File: config.mk
export PLATFORM = sky130hd
export DESIGN_NAME = mp_bus_arbiter
export DESIGN_NICKNAME = d
export VERILOG_FILES = /design/src/rtl/mpa_pkg.sv /design/src/rtl/mpa_cfg_latch.sv /design/src/rtl/mpa_pick.sv /design/src/rtl/mpa_drive.sv /design/src/rtl/mp_bus_arbiter.sv
export SDC_FILE = /design/constraint.sdc
export NUM_CORES = 1
export LEC_CHECK = 0
export CORE_UTILIZATION = 40
export CTS_CLUSTER_DIAMETER = 150
export DETAILED_ROUTE_END_ITERATION = 16
export PLACE_DENSITY_LB_ADDON = 0.15
export SYNTH_ARGS = -nofsm -noshare
export SYNTH_HDL_FRONTEND = slang
export SYNTH_SLANG_ARGS = --single-unit
export TNS_END_PERCENT = 20
File: constraint.sdc
create_clock -name clk -period 7.43 [get_ports clk]
set_clock_uncertainty 0.15 [all_clocks]
set_input_delay 1.486 -clock clk [delete_from_list [all_inputs] [get_ports clk]]
set_output_delay 1.486 -clock clk [all_outputs]
set_load 0.02 [all_outputs]
File: src/rtl/mpa_pkg.sv
package mpa_pkg;

    typedef enum logic [1:0] {
        ST_IDLE = 2'd0,
        ST_BUSY = 2'd1,
        ST_HREL = 2'd2,
        ST_HOST = 2'd3
    } arb_state_e;

endpackage

File: src/rtl/mpa_cfg_latch.sv
module mpa_cfg_latch #(
    parameter int NPROC = 6,
    parameter int IDW   = 3
) (
    input  logic           clk,
    input  logic           rst_n,
    input  logic [IDW-1:0] cfg_id,
    output logic [IDW-1:0] id_q,
    output logic           id_valid
);

    // Identifier is loaded on every edge while reset is held, then frozen.
    always_ff @(posedge clk) begin
        if (!rst_n) id_q <= cfg_id;
    end

    assign id_valid = (id_q != '0) && (id_q <= IDW'(NPROC));

    assert_id_frozen_R9: assert property (@(posedge clk) disable iff (!rst_n)
        1'b1 |=> $stable(id_q));

endmodule

File: src/rtl/mpa_pick.sv
module mpa_pick #(
    parameter int NPROC = 6,
    parameter int IDW   = 3
) (
    input  logic [NPROC-1:0] req,
    input  logic [IDW-1:0]   start_id,
    output logic [IDW-1:0]   win
);

    localparam int SW = (NPROC > 1) ? $clog2(NPROC) : 1;

    int idx;

    // Scan from the farthest slot back to the start slot; the last hit wins,
    // so the first requester at or after start_id (modulo NPROC) is chosen.
    always_comb begin
        win = '0;
        idx = 0;
        for (int k = NPROC - 1; k >= 0; k--) begin
            idx = (int'(start_id) + k) % NPROC;
            if (req[SW'(idx)]) win = IDW'(idx + 1);
        end
    end

endmodule

File: src/rtl/mpa_drive.sv
module mpa_drive (
    input  logic clk,
    input  logic rst_n,
    input  logic suspend,
    input  logic own_turn,
    input  logic core_req,
    output logic bus_oe,
    output logic access_stall
);

    logic susp_q;

    always_ff @(posedge clk) begin
        if (!rst_n) susp_q <= 1'b0;
        else        susp_q <= suspend;
    end

    assign bus_oe       = own_turn && !susp_q;
    assign access_stall = own_turn && core_req && susp_q;

    assert_suspend_float_R7: assert property (@(posedge clk) disable iff (!rst_n)
        suspend |=> !bus_oe);

endmodule

File: src/rtl/mp_bus_arbiter.sv
module mp_bus_arbiter
    import mpa_pkg::*;
#(
    parameter int NPROC = 6,
    parameter int IDW   = 3
) (
    input  logic             clk,
    input  logic             rst_n,
    input  logic [IDW-1:0]   cfg_id,
    input  logic             cfg_rotate,
    input  logic             core_req,
    input  logic             core_prio,
    input  logic [NPROC-1:0] br_in,
    output logic             br_out,
    input  logic             cpa_in,
    output logic             cpa_out,
    input  logic             host_req,
    output logic             host_grant,
    input  logic             suspend,
    input  logic             bus_cyc_end,
    output logic             bus_oe,
    output logic             is_master,
    output logic             access_stall
);

    arb_state_e       state_q, state_d;
    logic [IDW-1:0]   master_q, master_d;
    logic [IDW-1:0]   last_q, last_d;
    logic [IDW-1:0]   id_q;
    logic             id_valid;
    logic             solo;
    logic [NPROC-1:0] req_v, mbit, lower, req_pick;
    logic [IDW-1:0]   win, start_id;
    logic             drop, outranked;

    mpa_cfg_latch #(.NPROC(NPROC), .IDW(IDW)) i_cfg (
        .clk(clk), .rst_n(rst_n), .cfg_id(cfg_id),
        .id_q(id_q), .id_valid(id_valid)
    );

    assign solo   = !id_valid;
    assign br_out = id_valid && core_req;

    // Request view: own line replaced by own drive; masks relative to master.
    always_comb begin
        for (int i = 0; i < NPROC; i++) begin
            req_v[i] = (id_valid && id_q == IDW'(i + 1)) ? br_out : br_in[i];
            mbit[i]  = (master_q == IDW'(i + 1));
            lower[i] = (IDW'(i + 1) < master_q);
        end
    end

    assign req_pick  = req_v & ~mbit;
    assign start_id  = cfg_rotate ? last_q : '0;
    assign drop      = !(|(req_v & mbit));
    assign outranked = !cfg_rotate && (|(req_v & lower));

    mpa_pick #(.NPROC(NPROC), .IDW(IDW)) i_pick (
        .req(req_pick), .start_id(start_id), .win(win)
    );

    // Next-state logic
    always_comb begin
        state_d  = state_q;
        master_d = master_q;
        last_d   = last_q;
        unique case (state_q)
            ST_IDLE, ST_HOST: begin
                if (host_req) begin
                    state_d = ST_HOST;
                end else if (solo) begin
                    state_d = ST_BUSY;
                end else if (win != '0) begin
                    state_d  = ST_BUSY;
                    master_d = win;
                    last_d   = win;
                end else begin
                    state_d  = ST_IDLE;
                    master_d = '0;
                end
            end
            ST_BUSY: begin
                if (bus_cyc_end) begin
                    if (host_req) begin
                        state_d  = ST_HREL;
                        master_d = '0;
                    end else if (!solo && (drop || outranked || cpa_in)) begin
                        if (win != '0) begin
                            master_d = win;
                            last_d   = win;
                        end else begin
                            state_d  = ST_IDLE;
                            master_d = '0;
                        end
                    end
                end
            end
            ST_HREL: state_d = ST_HOST;
            default: state_d = ST_IDLE;
        endcase
    end

    // State register
    always_ff @(posedge clk) begin
        if (!rst_n) begin
            state_q  <= ST_IDLE;
            master_q <= '0;
            last_q   <= '0;
        end else begin
            state_q  <= state_d;
            master_q <= master_d;
            last_q   <= last_d;
        end
    end

    // Outputs
    always_comb begin
        host_grant = (state_q == ST_HOST);
        is_master  = (state_q == ST_BUSY) && (solo || master_q == id_q);
        cpa_out    = id_valid && core_req && core_prio && !is_master;
    end

    mpa_drive i_drive (
        .clk(clk), .rst_n(rst_n), .suspend(suspend),
        .own_turn(is_master), .core_req(core_req),
        .bus_oe(bus_oe), .access_stall(access_stall)
    );

    assert_grant_hold_R5: assert property (@(posedge clk) disable iff (!rst_n)
        (host_grant && host_req) |=> host_grant);

    assert_float_before_grant_R5: assert property (@(posedge clk) disable iff (!rst_n)
        bus_oe |=> !host_grant);

    assert_hold_midcycle_R4: assert property (@(posedge clk) disable iff (!rst_n)
        (state_q == ST_BUSY && !bus_cyc_end) |=> (state_q == ST_BUSY && $stable(master_q)));

    assert_pick_found_R3: assert property (@(posedge clk) disable iff (!rst_n)
        (|req_pick) == (win != '0));

endmodule

==> flow_summary.toml <==
[status]
outcome = "finished clean"

[die]
coreArea_um2 = 5540
die_h_um = 77.9
initial_core_util = 0.416
die-area_um2 = 6060
ios = 24
fp.dieW_um = 77.9
num_rows = 27

[clock_network]
h-tree-depth = 1
path_clk_slew_ps = 50
cts_buffers = 3
ctsLongestPathBuffers = 2
cts_num_sinks = 12
cts_setup_buffers = 0
clockRootBuffer = "clkbuf_8"
cts_tree = "built"
cts_hold_buf = 0
cts_resized = 0
clock_latency_ps = 240

[yosys]
synth-compound-area-share = 0.301
yosysUniqueCellTypes = 72
synth.most_common_cell = "nand2_1"
synth-adder-area-share = 0.109
synth_nets = 354
yosys.area.top_type = "ha_1"
yosys.area.top_type_share = 0.109
synth_edf_count = 3
muxShareOfSynthArea = 0.0467
ys_ff_latch = 12
async_reset_ff_frac = 0
syn_area_um2 = 2300
synth-main-ff-cell = "dfxtp_1"
synth_area_leaders = "ha_1, dfxtp_1, nand2_1"
ys_seq_area_frac = 0.117
avgSynthCellArea_um2 = 7.29
ys.warnings.count = 0
synth_common_cells = "nand2_1, ha_1, o21ai_0"
synth_top_family_by_area = "simple AND/OR/NAND/NOR gates"
netlist_instances = 316
synthSimpleGateAreaFrac = 0.309
synth_xor_area_frac = 0.0418

[critical_path]
max_stage_delay_ps = 720
slowest_stage = "clkdlybuf4s50_1"
endpoint_kind = "register"
critical_path.cell_chain = "clkdlybuf4s50_1 -> nand2_1 -> inv_1 -> ha_1 -> a21bo_2 -> and2_0 -> ha_1 -> nand2b_1 -> or3_1 -> mux4_2 -> and2_1 -> inv_1 -> ha_1 -> xnor2_1 -> nor4b_1 -> or4_1 -> a41o_1 -> or4_4 -> a21oi_1 -> a211oi_2"
critical_path_class = "input pin to register"
critPathMaxFanout = 9
crit_required_ps = 7400
cp.arrival_ps = 6790
startpoint_type = "input pin"
cp_common_cell = "ha_1"

[sta]
finalSetupViolCount = 0
final.setup.tns_ps = 0
worstMarginPinSlew_ps = 757
fin_crit_sh = 0.919
hold_viol_final = 0
fmax_mhz = 146
grt_setup_unrepaired = "no"
maxSlewViolCount = 0
maxSlewHeadroom = 0.487
fin_ws_ps = 602
min_period_ps = 6830

[cells_and_area]
num-fill-cells = 574
nets = 364
instances_no_fill = 397
diodes = 0
area_growth_pct = 12.8
final_layout_size_suffix_gt1_frac = 0.0769
multi_input_area_um2 = 1860
final_cell_area_um2 = 2600
regArea_um2 = 270

[global_route]
grt_pass1_vias = 2047
grt_pass1_wl_um = 9690
grt-busiest-layer = "met2"
grt_overflow_total = 0
use_met3 = 0.0118
use_met2 = 0.319
grt_util_met1 = 0.274
grt.total_usage = 0.193
grt_antenna_before_repair = 0
grt_max_degree = 21

[detailed_routing]
totalWireLength_um = 5740
postRouteAntennaNets = 0
wl_per_cell_um = 14.4
drc = 0
vias_per_cell = 5.81
drt_iter0_markers = 158
vias = 2307
first_pass_iters = 5

[power_and_ir_drop]
power_density_nw_per_um2 = 277
p_leak_nw = 1.08
ir_drop_mv = 0.137

[placement]
place_area_um2 = 2550
pre_cts_ws_ps = 367
dpl.cell_count = 393
hpwl_um = 4470
port_buffers = 23
place.gp.congestion = 0.908

[hold_path]
min_path_type = "register to register"

[flow_run]
drv_cap = 0
## flip-flops by register name, indices dropped and copies added, names as in the netlist
| register | cells |
|---|---|
| i_cfg.id_q | 3 |
| i_drive.susp_q | 1 |
| last_q | 3 |
| master_q | 3 |
| state_q | 2 |
## worst max-delay path: cells and delay by family
family	cells	cell delay (ps)
multiplexers	1	480
adder cells (fa/ha/maj)	3	760
AND/OR/NAND/NOR	8	2140
buffers and inverters	3	970
AO/OA/AOI/OAI	4	830
XOR/XNOR	1	110
## area by class of cell
| type | instances | area share |
|---|---|---|
| repair buffers | 26 | 0.0973 |
| inverters | 21 | 0.0304 |
| multi-input cells | 262 | 0.716 |
| clock inverters | 1 | 0.00145 |
| clock buffers | 3 | 0.0159 |
| flip-flops and latches | 12 | 0.104 |
| well taps | 72 | 0.0347 |
## power by group
part,internal (mW),switching [mW]
clock,0.0364,0.0241
combinational,0.235,0.296
sequential,0.0851,0.0437
## cells by family after synthesis
group,Yosys count
xor gates and xnor gates,11
AOI/OAI and AO/OA,97
buffers and inverters,42
DFF,12
muxes,9
adders and majority gates,20
and+or+nand+nor,125
## worst paths after layout
kind / start / end / slack, ps / depth (start not counted)
worst max-delay path: cfg_rotate / state_q[1]$_SDFFE_PN0P_ / 600 / 20
worst max register to register: last_q[0]$_SDFFE_PN0P_ / state_q[1]$_SDFFE_PN0P_ / 2040 / 19
worst min register to register: state_q[0]$_SDFFE_PN0P_ / state_q[0]$_SDFFE_PN0P_ / 350 / 2
worst min-delay path: state_q[0]$_SDFFE_PN0P_ / state_q[0]$_SDFFE_PN0P_ / 350 / 2
## through the flow
step | utilization | power, mW | hold WS [ps]
floorplan | - | 0.535 | 311
global placement | 0.460 | 0.655 | 341
detailed placement | 0.460 | 0.653 | 352
CTS | 0.469 | 0.718 | 359
global route | 0.469 | 0.795 | 387
finish | 0.469 | 0.720 | 350
## layer usage
layer / up-vias / wire, µm
met5: - / 0
met4: 0 / 23
met3: 2 / 182
met2: 51 / 2640
met1: 1073 / 2900
li1: 1181 / -
## placed cells by master, fill, tap and decap left out, types with 3 or more instances in the layout
cell and count:
nand2b_1 8, o211ai_1 4, o31ai_1 4, o22ai_1 6, o21ai_0 19, nor2b_1 7, a32oi_1 3, nor2_1 14
a21o_1 4, edfxtp_1 3, a21oi_1 16, clkdlybuf4s50_1 23, nand3b_1 8, mux2i_1 7, nor3_1 8, inv_1 18
a31o_2 3, dfxtp_1 9, and2_1 7, and3_1 6, a31oi_1 3, nor3b_1 3, ha_1 20, clkbuf_8 3
nand3_1 6, xnor2_1 9, buf_4 3, nand4b_1 3, and3b_1 4, nand2_1 34
(Power assumes the default switching activity.)
